$ cat src/rtl/tpc_pkg.sv
package tpc_pkg;
  localparam int unsigned DATA_W   = 32;
  localparam int unsigned FLAG_W   = 4;
  localparam int unsigned FN_LSB   = 0;
  localparam int unsigned DRV_LSB  = 4;
  localparam int unsigned IEN_BIT  = 8;
  localparam int unsigned OD_BIT   = 9;
  localparam int unsigned EDGE_LSB = 16;
  localparam int unsigned LVL_BIT  = 8;

  localparam int unsigned F_EVT  = 0;
  localparam int unsigned F_RISE = 1;
  localparam int unsigned F_FALL = 2;
  localparam int unsigned F_OVR  = 3;

  typedef enum logic [2:0] {
    FN_OFF  = 3'd0,
    FN_CAPT = 3'd1,
    FN_OCMP = 3'd2,
    FN_PWM  = 3'd3,
    FN_GPIO = 3'd4
  } pin_fn_e;

  typedef struct packed {
    logic [1:0] edge_sel;
    logic       od;
    logic       irq_en;
    logic [1:0] drv;
    logic [2:0] fn;
  } mode_t;
endpackage

$ cat src/rtl/tpc_sync.sv
module tpc_sync #(
  parameter int unsigned STAGES = 2
) (
  input  logic clk_i,
  input  logic rst_ni,
  input  logic pin_i,
  output logic level_o,
  output logic rise_o,
  output logic fall_o
);
  // sh[STAGES-1] is the synchronized level, sh[STAGES] its previous sample
  logic [STAGES:0] sh;

  always_ff @(posedge clk_i or negedge rst_ni) begin
    if (!rst_ni) sh <= '0;
    else         sh <= {sh[STAGES-1:0], pin_i};
  end

  assign level_o = sh[STAGES-1];
  assign rise_o  = sh[STAGES-1] & ~sh[STAGES];
  assign fall_o  = ~sh[STAGES-1] & sh[STAGES];
endmodule

$ cat src/rtl/tpc_mode_reg.sv
module tpc_mode_reg
  import tpc_pkg::*;
(
  input  logic              clk_i,
  input  logic              rst_ni,
  input  logic              wr_i,
  input  logic [DATA_W-1:0] wdata_i,
  output mode_t             mode_o
);
  mode_t mode_q;

  always_ff @(posedge clk_i or negedge rst_ni) begin
    if (!rst_ni) begin
      mode_q <= '0;
    end else if (wr_i) begin
      mode_q.fn       <= wdata_i[FN_LSB +: 3];
      mode_q.drv      <= wdata_i[DRV_LSB +: 2];
      mode_q.irq_en   <= wdata_i[IEN_BIT];
      mode_q.od       <= wdata_i[OD_BIT];
      mode_q.edge_sel <= wdata_i[EDGE_LSB +: 2];
    end
  end

  assign mode_o = mode_q;
endmodule

$ cat src/rtl/tpc_flags.sv
module tpc_flags
  import tpc_pkg::*;
(
  input  logic              clk_i,
  input  logic              rst_ni,
  input  logic              capt_i,
  input  logic [1:0]        edge_sel_i,
  input  logic              rise_i,
  input  logic              fall_i,
  input  logic [FLAG_W-1:0] clr_i,
  output logic [FLAG_W-1:0] flags_o,
  output logic              hit_o
);
  logic [FLAG_W-1:0] flags_q, set_v;
  logic rise_hit, fall_hit, hit;

  assign rise_hit = capt_i & edge_sel_i[0] & rise_i;
  assign fall_hit = capt_i & edge_sel_i[1] & fall_i;
  assign hit      = rise_hit | fall_hit;

  always_comb begin
    set_v         = '0;
    set_v[F_EVT]  = hit;
    set_v[F_RISE] = rise_hit;
    set_v[F_FALL] = fall_hit;
    set_v[F_OVR]  = hit & flags_q[F_EVT];
  end

  // set has priority over a same-cycle clear
  always_ff @(posedge clk_i or negedge rst_ni) begin
    if (!rst_ni) flags_q <= '0;
    else         flags_q <= (flags_q & ~clr_i) | set_v;
  end

  assign flags_o = flags_q;
  assign hit_o   = hit;
endmodule

$ cat src/rtl/tpc_pin_ctl.sv
module tpc_pin_ctl
  import tpc_pkg::*;
#(
  parameter int unsigned ADDR_W      = 2,
  parameter int unsigned SYNC_STAGES = 2
) (
  input  logic              clk_i,
  input  logic              rst_ni,
  input  logic              we_i,
  input  logic [ADDR_W-1:0] addr_i,
  input  logic [DATA_W-1:0] wdata_i,
  output logic [DATA_W-1:0] rdata_o,
  input  logic              pin_i,
  output logic              pin_o,
  output logic              pin_oe_o,
  output logic              irq_o
);
  localparam logic [ADDR_W-1:0] MODE_ADDR = ADDR_W'(0);
  localparam logic [ADDR_W-1:0] STAT_ADDR = ADDR_W'(1);

  mode_t             mode_q;
  logic              mode_wr, stat_wr;
  logic [FLAG_W-1:0] clr, flags;
  logic              level, rise, fall, hit;
  logic              drive;

  assign mode_wr = we_i && (addr_i == MODE_ADDR);
  assign stat_wr = we_i && (addr_i == STAT_ADDR);
  assign clr     = stat_wr ? wdata_i[FLAG_W-1:0] : '0;

  tpc_mode_reg u_mode (
    .clk_i  (clk_i),
    .rst_ni (rst_ni),
    .wr_i   (mode_wr),
    .wdata_i(wdata_i),
    .mode_o (mode_q)
  );

  tpc_sync #(.STAGES(SYNC_STAGES)) u_sync (
    .clk_i  (clk_i),
    .rst_ni (rst_ni),
    .pin_i  (pin_i),
    .level_o(level),
    .rise_o (rise),
    .fall_o (fall)
  );

  tpc_flags u_flags (
    .clk_i     (clk_i),
    .rst_ni    (rst_ni),
    .capt_i    (mode_q.fn == FN_CAPT),
    .edge_sel_i(mode_q.edge_sel),
    .rise_i    (rise),
    .fall_i    (fall),
    .clr_i     (clr),
    .flags_o   (flags),
    .hit_o     (hit)
  );

  // pin drives only in GPIO function; open-drain releases a high level
  assign drive    = (mode_q.fn == FN_GPIO) && mode_q.drv[1];
  assign pin_o    = drive && mode_q.drv[0];
  assign pin_oe_o = drive && !(mode_q.od && mode_q.drv[0]);
  assign irq_o    = mode_q.irq_en && (|flags);

  always_comb begin
    rdata_o = '0;
    if (addr_i == MODE_ADDR) begin
      rdata_o[FN_LSB +: 3]   = mode_q.fn;
      rdata_o[DRV_LSB +: 2]  = mode_q.drv;
      rdata_o[IEN_BIT]       = mode_q.irq_en;
      rdata_o[OD_BIT]        = mode_q.od;
      rdata_o[EDGE_LSB +: 2] = mode_q.edge_sel;
    end else if (addr_i == STAT_ADDR) begin
      rdata_o[FLAG_W-1:0] = flags;
      rdata_o[LVL_BIT]    = level;
    end
  end

  logic unused_wdata;
  assign unused_wdata = ^wdata_i;
endmodule

$ cat config.mk
export PLATFORM = sky130hd
export DESIGN_NAME = tpc_pin_ctl
export DESIGN_NICKNAME = d
export VERILOG_FILES = /design/src/rtl/tpc_pkg.sv /design/src/rtl/tpc_sync.sv /design/src/rtl/tpc_mode_reg.sv /design/src/rtl/tpc_flags.sv /design/src/rtl/tpc_pin_ctl.sv
export SDC_FILE = /design/constraint.sdc
export NUM_CORES = 1
export LEC_CHECK = 0
export CORE_MARGIN = 3
export CORE_UTILIZATION = 34
export DETAILED_ROUTE_END_ITERATION = 12
export GPL_ROUTABILITY_DRIVEN = 0
export GPL_TIMING_DRIVEN = 0
export PLACE_DENSITY_LB_ADDON = 0.25
export SLEW_MARGIN = 20
export SYNTH_ARGS = -nofsm -noshare
export SYNTH_HDL_FRONTEND = slang
export SYNTH_SLANG_ARGS = --single-unit
export TNS_END_PERCENT = 1
$ cat constraint.sdc
create_clock -name clk_i -period 1.5 [get_ports clk_i]
set_input_delay 0.3 -clock clk_i [delete_from_list [all_inputs] [get_ports clk_i]]
set_output_delay 0.3 -clock clk_i [all_outputs]
set_load 0.02 [all_outputs]
# Yosys cells after proc, flatten, opt, wreduce, memory -nomap -nowiden
# Cells that the tools add are included.
# op_classes
eq_ne	3
mux	9
bitwise	13
reduce_logical	10
# op_table
op	n
$mux 4	2
$and 1x1->1	7
$logic_and 1x1->1	7
$and 4x4->4	1
$mux 1	4
$mux 2	2
$not 4->4	1
$or 4x4->4	1
$reduce_or 4->1	1
$eq 3x1->1 const B	1
$eq 3x3->1 const B	1
$mux 3	1
$eq 2x1->1 const B	1
$logic_not 2->1	1
$not 1->1	2
$logic_not 1->1	1
$or 1x1->1	1
# totals
reg_bits	16
in_bits	38
out_inout_bits	35
word_cells	42

# Logic depth before layout (Yosys ltp)
# Gate-level depths: netlist (run 1).
# depth
depth_word	6
ltp_mapped	5
mapped_depth_nobuf	3

# By module
# Synthesis (run 1) repeated with hierarchy kept, for this count alone.
# hier_totals
cells_unflattened	91
area_unflattened_um2	1013.5
# modules_own_cells
mod	instances	cells_per_inst	area_per_inst_um2	seq_area_each_um2
tpc_pin_ctl	1	50	374.1	0.0
tpc_mode_reg	1	19	371.6	225.2
tpc_flags	1	17	177.7	100.1
tpc_sync	1	5	90.1	75.1

# Least setup slack after synthesis (run 1)
# Ideal clock, no wire load.
# synth_path
kind	register to output
startpoint	register, netlist name u_mode.mode_o[2]
endpoint	output port pin_oe_o
t_arrival_ns	1.564
required_ns	1.200
setup_slack_ns	-0.364
path_stages_with_launch	3
n_path_buf	0
cell_sequence	dfrtp_1 nand2_1 a2111oi_0
# synth_via
elab_chain_len	3
# synth_rtl
element	line_no	rtl
$eq 3x3->1	tpc_pin_ctl.sv:61	assign drive = (mode_q.fn == FN_GPIO) && mode_q.drv[1];
$logic_and 1x1->1	tpc_pin_ctl.sv:61	
$logic_and 1x1->1	tpc_pin_ctl.sv:63	assign pin_oe_o = drive && !(mode_q.od && mode_q.drv[0]);
to (decl)	tpc_pin_ctl.sv:15	output logic pin_oe_o,
# No other way between the ends.

# Worst setup path in the final report (run 1)
# layout_path
startpoint	register, netlist name u_mode.mode_o[0]
endpoint	output port pin_oe_o
# layout_via
elab_chain_len	3
# layout_rtl
element	line_no
$eq 3x3->1	tpc_pin_ctl.sv:61
$logic_and 1x1->1	tpc_pin_ctl.sv:61
$logic_and 1x1->1	tpc_pin_ctl.sv:63
# No other way between the ends.

==> results.ini, run 1 <==
[run_status]
outcome = complete, but fails checks
violations = setup timing

[min_path]
worstHoldEndpoint = u_sync.sh[1]
hold_path_class = register to register
hold_depth = 0
hp-start = u_sync.sh[0]

[floorplanning]
pin_count = 73
initial_utilization_pct = 37.8
die_w_um = 59.9
die_h_um = 59.9
coreArea_um2 = 2610
die_area_um2 = 3590
rows = 18

[clock_network]
path_clk_slew_ns = 0.09
numCtsBuffers = 3
h-tree-depth = 1
hold_buffers = 0
root_buffer = clkbuf_4
clk-insertion-delay-late_ns = 0.28
cts_sinks = 16
clock_path_buffers = 2
cts_tree = done

[timing]
hold_viol = 0
fmax_ghz = 0.635
rsz0062_at_grt = true
slew_headroom_pct = 53.0
min_period_over_period_pct = 105
worstMarginPinSlew_ns = 0.703
finalCriticalPeriod_ns = 1.58
finalSetupViolCount = 4
postLayoutSetupSlackWorst_ns = -0.0756
slew_viol_final = 0
fin_worst_skew_ns = 0.00367

[detailed_routing]
via_count = 711
drtIter0Drc = 6
routedWlPerCell_um = 11.9
ant_nets = 0
drtPass1Iterations = 4
wl_met3_um = 163
via_per_inst = 4.18
drc = 0
dr.max_layer_used = met3
route.met2.wl_mm = 1.11
routed_wl_mm = 2.03
met1Wirelength_um = 748

[setup_path]
worstPathMaxFanout = 6
cp_data_required_time_ns = 1.20
ff2ff_setup_slack_ns = 0.15
crit_type = register to primary output
cp-end-kind = primary output
reg2reg_depth = 4
regToRegStartpoint = u_mode.mode_o[1]
timing.rr.end = u_flags.flags_o[0]
critPathArrivalTime_ns = 1.28
cp-start-kind = register

[cells_and_area]
final_common_cell = buf_4
antenna_cells = 0
fin_cells = 170
layout_common_cells = buf_4 (27), conb_1 (22), dfrtp_1 (14), clkdlybuf4s50_1 (13), mux2_4 (9)
fin_nets = 180
syn2layout_area_growth_pct = 44.0
drive_above_1_share_pct = 46.4
final_core_util_pct = 54.4

[global_routing]
grt_pass1_wl_mm = 3.18
grt_usage_pct = 11.6
globalRouteOverflowTotal = 0
antenna_found_initial = 0
grt_start_max_net_pins = 17
grt_pass1_vias = 729

[pwr]
ir_drop_v = 0.000702
power.density_nw_per_um2 = 950
power_leakage_nw = 0.735

[placement]
post-place-cells = 164
dp_hpwl_mm = 1.60
portBuffers = 27

[flow_run]
maxCapViolations = 0

[logic_synthesis]
synth_cells = 86
ys_seq_area_share_pct = 40.6
synth-simple-area-share_pct = 16.0
synth-xor-area-share_pct = 0
synthAdderAreaFrac_pct = 0
synth_compound_area_share_pct = 5.45
avgSynthCellArea_um2 = 11.5
synth_top_family_by_area = buffers and inverters
netlist_area_um2 = 987
synth-warning-count = 0
synthMuxAreaShare_pct = 17.7
synth_cell_type_count = 22
ys_ff_latch = 16

-- where the power goes --
group	internal [mW]	total, mW	switching [mW]
Clock	0.0930	0.216	0.123
Combinational	0.295	0.529	0.234
Sequential	0.522	0.606	0.0840
Total	0.910	1.35	0.441
-- sequential cells by signal, indices dropped and copies added, names as in the netlist --
name / flops
u_mode.mode_o: 9
u_flags.flags_o: 4
u_sync.sh: 3
-- synthesized netlist by cell type (all sizes together) --
library cell / count / area share, %
nor4b: 1 / 0.89
conb: 1 / 0.38
o41a: 1 / 1.1
and3b: 2 / 2.0
buf: 24 / 20
mux2i: 4 / 4.1
nand3b: 2 / 1.5
nand2: 6 / 2.3
dfrtp: 16 / 41
nor2: 7 / 2.9
nor3b: 1 / 0.76
a21o: 2 / 1.5
mux2: 9 / 14
a211o: 1 / 0.89
or3b: 1 / 0.89
a2111oi: 1 / 0.89
a32o: 1 / 1.0
and2: 6 / 4.7
-- routing by layer --
metal	GRT usage, %	up-vias
li1	-	357
met1	13.4	326
met2	21.0	28
met3	3.02	0
met4	2.85	0
met5	0	-
-- cell type report --
cell class	instances	area (µm²)
well taps	30	37.5
flip-flops and latches	16	403
fillers	248	1190
clock buffers	3	22.5
multi-input cells	67	489
plain buffers	24	196
repair buffers	30	273
-- through the flow --
step	TNS, ns	cell area, µm²	hold WS [ns]	power, mW	worst slack (ns)
3_3_place_gp	-9.61	1380	0.337	1.11	-0.685
5_1_grt	-0.741	1420	0.361	1.43	-0.122
2_1_floorplan	0	1070	0.00441	0.933	0.00169
3_5_place_dp	-9.58	1380	0.338	1.11	-0.678
4_1_cts	-0.276	1420	0.358	1.35	-0.0865
6_report	-0.180	1420	0.355	1.35	-0.0756
-- cells by family after synthesis --
logic type,count (synthesis)
AND/OR/NAND/NOR,26
buffers and inverters,24
multiplexers,13
AO/OA/AOI/OAI,6
flip-flops,16
other,1
-- how the worst max path moves through the flow --
stage                  startpoint           to  slack (ns)  cells past startpoint
3_5_place_dp            addr_i[1]  rdata_o[17]       -0.68                      4
4_1_cts        u_flags.flags_o[0]        irq_o       -0.09                      2
5_1_grt          u_mode.mode_o[0]     pin_oe_o       -0.12                      2
2_1_floorplan    u_mode.mode_o[0]        pin_o       0.002                      1
3_3_place_gp            addr_i[1]   rdata_o[9]       -0.68                      4
6_report         u_mode.mode_o[0]     pin_oe_o       -0.08                      2
-- critical path: stages, from the launching register on --
cell and delay [ns]:
dfrtp_2 0.47, a2111oi_2 0.33, buf_4 0.20
-- repair_timing --
action / in CTS / in global routing
gates resized for setup: 53 / 3
endpoints found under the setup margin: 22 / 12
pin swaps: 2 / 3
setup buffers: 3 / 0
Note: power is estimated with default switching activity, not from simulation.
==> run 2, diff against run 1 <==
- CORE_UTILIZATION: 34 -> 36
- clock period: 1.5 -> 1.93 ns (I/O delays scaled with it)
==> run 2 against run 1 <==
Net effect: critical path depth increased by 1; first-iteration DRC count is 67% higher; routed wire length decreased by 5.4%; critical endpoint is now rdata_o[1]; via count rose by 1.3%; the run now ends clean; non-clock buffer count shrank 3; die area fell by 5.0%; largest power group unchanged; critical path type unchanged; sequential share of layout area rose by 0.56 points.
==> results.ini, run 2 (synthesis results as in run 1) <==
[run_status]
outcome = completed

[min_path]
hold_depth = 0  ; unchanged
hp-start = u_sync.sh[0]
worstHoldEndpoint = u_sync.sh[1]
hold_path_class = register to register

[timing]
worstMarginPinSlew_ns = 0.684  ; -0.0184 ns
fin_worst_skew_ns = 0.00166  ; -0.00201 ns
rsz0062_at_grt = true
finalCriticalPeriod_ns = 1.86
fmax_ghz = 0.538
timing.setup.tns_ns = 0  ; +0.180 ns
hold_viol = 0  ; unchanged
hold-worst-slack_ns = 0.359  ; +0.00378 ns
min_period_over_period_pct = 96.3
finalSetupViolCount = 0  ; -4
slew_headroom_pct = 54.2  ; +1.2 points
slew_viol_final = 0  ; unchanged

[cells_and_area]
syn2layout_area_growth_pct = 41.2
final_core_util_pct = 54.8  ; +0.36 points
fin_nets = 177  ; -1.7%
fin_cells = 167  ; -1.8%
drive_above_1_share_pct = 35.0  ; -11 points
fin_area_um2 = 1390  ; -1.9%
largest_reg_flops = 9  ; unchanged
fill_cells = 245  ; -1.2%
layout_common_cells = buf_4 (22), conb_1 (22), clkdlybuf4s50_1 (15), dfrtp_1 (14)
antenna_cells = 0  ; unchanged

[flow_run]
maxCapViolations = 0  ; unchanged

[floorplanning]
rows = 18  ; unchanged
die_w_um = 58.4  ; -2.5%
pin_count = 73  ; unchanged
coreArea_um2 = 2540  ; -2.6%
die_h_um = 58.4  ; -2.5%
die_area_um2 = 3410  ; -5.0%
initial_utilization_pct = 38.8  ; +1.0 points

[clock_network]
hold_buffers = 0  ; unchanged
clock_path_buffers = 2  ; unchanged
numCtsBuffers = 3  ; unchanged
cts_tree = done
path_clk_slew_ns = 0.09  ; about the same
clk-insertion-delay-late_ns = 0.28  ; about the same
root_buffer = clkbuf_4
cts_sinks = 16  ; unchanged
h-tree-depth = 1  ; unchanged
cts_setup_buffers = 0  ; -3

[pwr]
clock_power_share_pct = 16.8  ; +0.8 points
p_int_uw = 681  ; -25%
power_leakage_nw = 0.762  ; +3.7%
combPwrFrac_pct = 35.8  ; -3.3 points
power.density_nw_per_um2 = 723  ; -24%
ir_drop_v = 0.000474  ; -32%
p_sw_share_pct = 32.4  ; -0.22 points
seq_power_share_pct = 47.4  ; +2.5 points
p_switching_uw = 327  ; -26%

[placement]
dpl-instance-area_um2 = 1380  ; -0.36%
portBuffers = 27  ; unchanged
post-place-cells = 164  ; unchanged
dp_hpwl_mm = 1.59  ; -0.19%

[setup_path]
critPathBufInv = 1  ; unchanged
crit_start = u_mode.mode_o[1]
cp_slowest_cell = clkdlybuf4s50_1
cpPeakStageDelay_ns = 0.61  ; +0.14 ns
cp-end-kind = primary output
regToRegStartpoint = u_mode.mode_o[1]
ff2ff_setup_slack_ns = 0.73  ; +0.58 ns
path_cells = mux2i_1, nor2_1, clkdlybuf4s50_1
worstPathMaxFanout = 6  ; unchanged
critPathArrivalTime_ns = 1.47  ; +0.19 ns
cp_data_required_time_ns = 1.54  ; +0.34 ns
cp-start-kind = register
crit_type = register to primary output
timing.rr.end = u_flags.flags_o[0]
crit_family = buffers and inverters
reg2reg_depth = 3  ; -1

[global_routing]
grt_start_max_net_pins = 17  ; unchanged
grt_pass1_wl_mm = 3.21  ; +0.88%
globalRouteOverflowTotal = 0  ; unchanged
antenna_found_initial = 0  ; unchanged
grt_usage_pct = 12.4  ; +0.88 points
grt_pass1_vias = 705  ; -3.3%

[detailed_routing]
dr.max_layer_used = met3
ant_nets = 0  ; unchanged
via_per_inst = 4.31  ; +3.1%
drtPass1Iterations = 4  ; unchanged
via_count = 720  ; +1.3%
drc = 0  ; unchanged
wl_met3_um = 194  ; +19%
route.met2.wl_um = 929  ; -17%
routed_wl_mm = 1.92  ; -5.4%
routedWlPerCell_um = 11.5  ; -3.7%
drtIter0Drc = 10  ; +4
met1Wirelength_um = 791  ; +5.7%

[run 2: worst max path at each step]
stage | depth (start not counted) | slack [ns] | endpoint
3_5_place_dp | 4 | -0.41 | rdata_o[9]
3_3_place_gp | 4 | -0.41 | rdata_o[4]
4_1_cts | 3 | 0.01 | rdata_o[1]
6_report | 3 | 0.07 | rdata_o[1]
5_1_grt | 3 | -0.009 | rdata_o[2]
2_1_floorplan | 2 | 0.23 | pin_oe_o
[run 2: layer usage]
| metal | track usage [%] | up-vias |
|---|---|---|
| li1 | - | 350 |
| met1 | 15.5 | 336 |
| met2 | 20.6 | 34 |
| met3 | 3.07 | 0 |
| met4 | 4.97 | 0 |
| met5 | 0 | - |
[run 2: timing repair]
item	in CTS	in global routing
setup endpoints to repair	13	6
pin swaps	0	0
resized for setup	13	5
gates cloned	0	0
[run 2: metrics by stage]
step / power [mW] / worst slack, ns
finish: 1.01 / 0.0716
detailed placement: 0.864 / -0.411
CTS: 1.02 / 0.0101
floorplan: 0.720 / 0.225
global placement: 0.854 / -0.407
global route: 1.07 / -0.00904
[run 2: power by group through the flow]
| stage | combinational, mW | clock [mW] | sequential, mW |
|---|---|---|---|
| final | 0.361 | 0.169 | 0.478 |
| after global placement | 0.379 | 0 | 0.476 |
| after global routing | 0.394 | 0.185 | 0.491 |
| after CTS | 0.366 | 0.176 | 0.477 |
| after floorplan | 0.265 | 0 | 0.455 |
| after detailed placement | 0.381 | 0 | 0.483 |
[run 2: area by class of cell]
class / instances / area (µm²) / share of cell area, %
buffer: 24 / 196 / 14.1
clock buffer: 3 / 22.5 / 1.62
timing repair buffer: 27 / 259 / 18.6
tap: 30 / 37.5 / 2.69
multi-input combinational: 67 / 475 / 34.1
sequential: 16 / 403 / 28.9
==> run 3, diff against run 2 <==
- TNS_END_PERCENT: 1 -> 100
==> run 3 against run 2 <==
Net effect: utilization grew 0.098 points; first-iteration DRC count is the same; count of clock-buffer cells in the layout is the same; sequential power is essentially flat; maximum frequency is essentially flat; hold slack is the same; largest cell class unchanged; register-to-register slack is essentially flat; global-route usage is the same; sequential share of layout area shrank 0.052 points; critical path type unchanged; clock power is essentially flat; largest power group unchanged.
==> results.ini, run 3 (synthesis results as in run 1) <==
[timing]
fin_worst_skew_ns = 0.00166  ; unchanged
finalSetupViolCount = 0  ; unchanged
min_period_over_period_pct = 96.3  ; about the same
hold-worst-slack_ns = 0.359  ; unchanged
finalCriticalPeriod_ns = 1.86  ; +0.000183 ns
slew_headroom_pct = 54.2  ; unchanged
timing.setup.tns_ns = 0  ; unchanged
hold_viol = 0  ; unchanged
worstMarginPinSlew_ns = 0.684  ; unchanged
slew_viol_final = 0  ; unchanged
postLayoutSetupSlackWorst_ns = 0.0714  ; -0.000183 ns
rsz0062_at_grt = false
fmax_ghz = 0.538  ; about the same

[pwr]
power_leakage_nw = 0.778  ; +2.1%
ir_drop_v = 0.000474  ; about the same
power.density_nw_per_um2 = 721  ; -0.25%

[detailed_routing]
drtIter0Drc = 10  ; unchanged
ant_nets = 0  ; unchanged
via_count = 720  ; unchanged
via_per_inst = 4.31  ; unchanged
drtPass1Iterations = 4  ; unchanged
routedWlPerCell_um = 11.5  ; +0.26%
routed_wl_mm = 1.92  ; +0.26%
drc = 0  ; unchanged

[cells_and_area]
fin_area_um2 = 1400  ; +0.18%
fin_nets = 177  ; unchanged
syn2layout_area_growth_pct = 41.4
layout_common_cells = buf_4 (22), conb_1 (22), clkdlybuf4s50_1 (14), dfrtp_1 (14)
drive_above_1_share_pct = 35.0  ; unchanged
largest_reg_flops = 9  ; unchanged
antenna_cells = 0  ; unchanged

[setup_path]
timing.rr.end = u_flags.flags_o[0]
cp-end-kind = primary output
worstPathMaxFanout = 6  ; unchanged
ff2ff_setup_slack_ns = 0.73  ; about the same
cpPeakStageDelay_ns = 0.61  ; about the same
reg2reg_depth = 3  ; unchanged
cp-start-kind = register
crit_type = register to primary output
cp_data_required_time_ns = 1.54  ; about the same
critPathArrivalTime_ns = 1.47  ; about the same
regToRegStartpoint = u_mode.mode_o[1]
path_cells = mux2i_1, nor2_1, clkdlybuf4s50_1
cp_slowest_cell = clkdlybuf4s50_1

[global_routing]
grt_start_max_net_pins = 17  ; unchanged
antenna_found_initial = 0  ; unchanged
grt_pass1_wl_mm = 3.21  ; unchanged
globalRouteOverflowTotal = 0  ; unchanged
grt_usage_pct = 12.4  ; unchanged
grt_pass1_vias = 705  ; unchanged

[clock_network]
h-tree-depth = 1  ; unchanged
numCtsBuffers = 3  ; unchanged
clock_path_buffers = 2  ; unchanged
path_clk_slew_ns = 0.09  ; about the same
clk-insertion-delay-late_ns = 0.28  ; about the same
cts_sinks = 16  ; unchanged
root_buffer = clkbuf_4
cts_tree = done
hold_buffers = 0  ; unchanged

[min_path]
hold_depth = 0  ; unchanged
hold_path_class = register to register
worstHoldEndpoint = u_sync.sh[1]
hp-start = u_sync.sh[0]

[floorplanning]
pin_count = 73  ; unchanged
initial_utilization_pct = 38.8  ; unchanged
die_h_um = 58.4  ; unchanged
rows = 18  ; unchanged
coreArea_um2 = 2540  ; unchanged
die_area_um2 = 3410  ; unchanged
die_w_um = 58.4  ; unchanged

[run_status]
outcome = completed

[placement]
place_ws_ns = -0.411  ; unchanged
portBuffers = 27  ; unchanged
dpl-instance-area_um2 = 1380  ; unchanged
dp_hpwl_mm = 1.59  ; unchanged

[flow_run]
maxCapViolations = 0  ; unchanged

## run 3: routing by layer
metal | up-vias | wire, µm | track usage, %
li1 | 350 | - | -
met1 | 336 | 790 | 15.5
met2 | 34 | 933 | 20.6
met3 | 0 | 196 | 3.07
met4 | 0 | 0 | 4.97
met5 | - | 0 | 0
## run 3: metrics by stage
step / util (%) / std cells / power (mW)
floorplan: - / 107 / 0.720
global placement: 54.0 / 164 / 0.854
detailed placement: 54.0 / 164 / 0.864
CTS: 54.6 / 167 / 1.02
global route: 54.9 / 167 / 1.07
finish: 54.9 / 167 / 1.01
## run 3: report_power, final
| part | switching [mW] | leakage [nW] | internal [mW] |
|---|---|---|---|
| logic | 0.158 | 0.572 | 0.202 |
| clock network | 0.0964 | 0.0138 | 0.0723 |
| registers | 0.0724 | 0.192 | 0.406 |
| total | 0.327 | 0.778 | 0.680 |
## run 3: what timing repair did
item	4_1_cts	5_1_grt
endpoints found under the setup margin	13	6
resized for setup	13	6
buffers inserted	0	0
pin swaps	0	0
## run 3: worst max path at each step
| stage | cells past startpoint | start | slack, ns | to |
|---|---|---|---|---|
| floorplan | 2 | u_mode.mode_o[2] | 0.23 | pin_oe_o |
| detailed placement | 4 | addr_i[1] | -0.41 | rdata_o[9] |
| global route | 3 | u_mode.mode_o[1] | 0.02 | rdata_o[1] |
| global placement | 4 | addr_i[1] | -0.41 | rdata_o[4] |
| finish | 3 | u_mode.mode_o[1] | 0.07 | rdata_o[1] |
| CTS | 3 | u_mode.mode_o[1] | 0.01 | rdata_o[1] |
## run 3: layout make-up
cell class                 instances  area [µm²]
tap                               30        37.5
sequential                        16         403
clock buffer                       3        22.5
multi-input combinational         67         475
fill                             246        1150
buffer                            24         196
timing repair buffer              27         262
## run 3: critical path: cells and delay by family, from the launching register on
family                 cells  cell delay (ns)
DFF                        1             0.42
muxes                      1             0.09
buffers and inverters      1             0.61
and+or+nand+nor            1             0.08
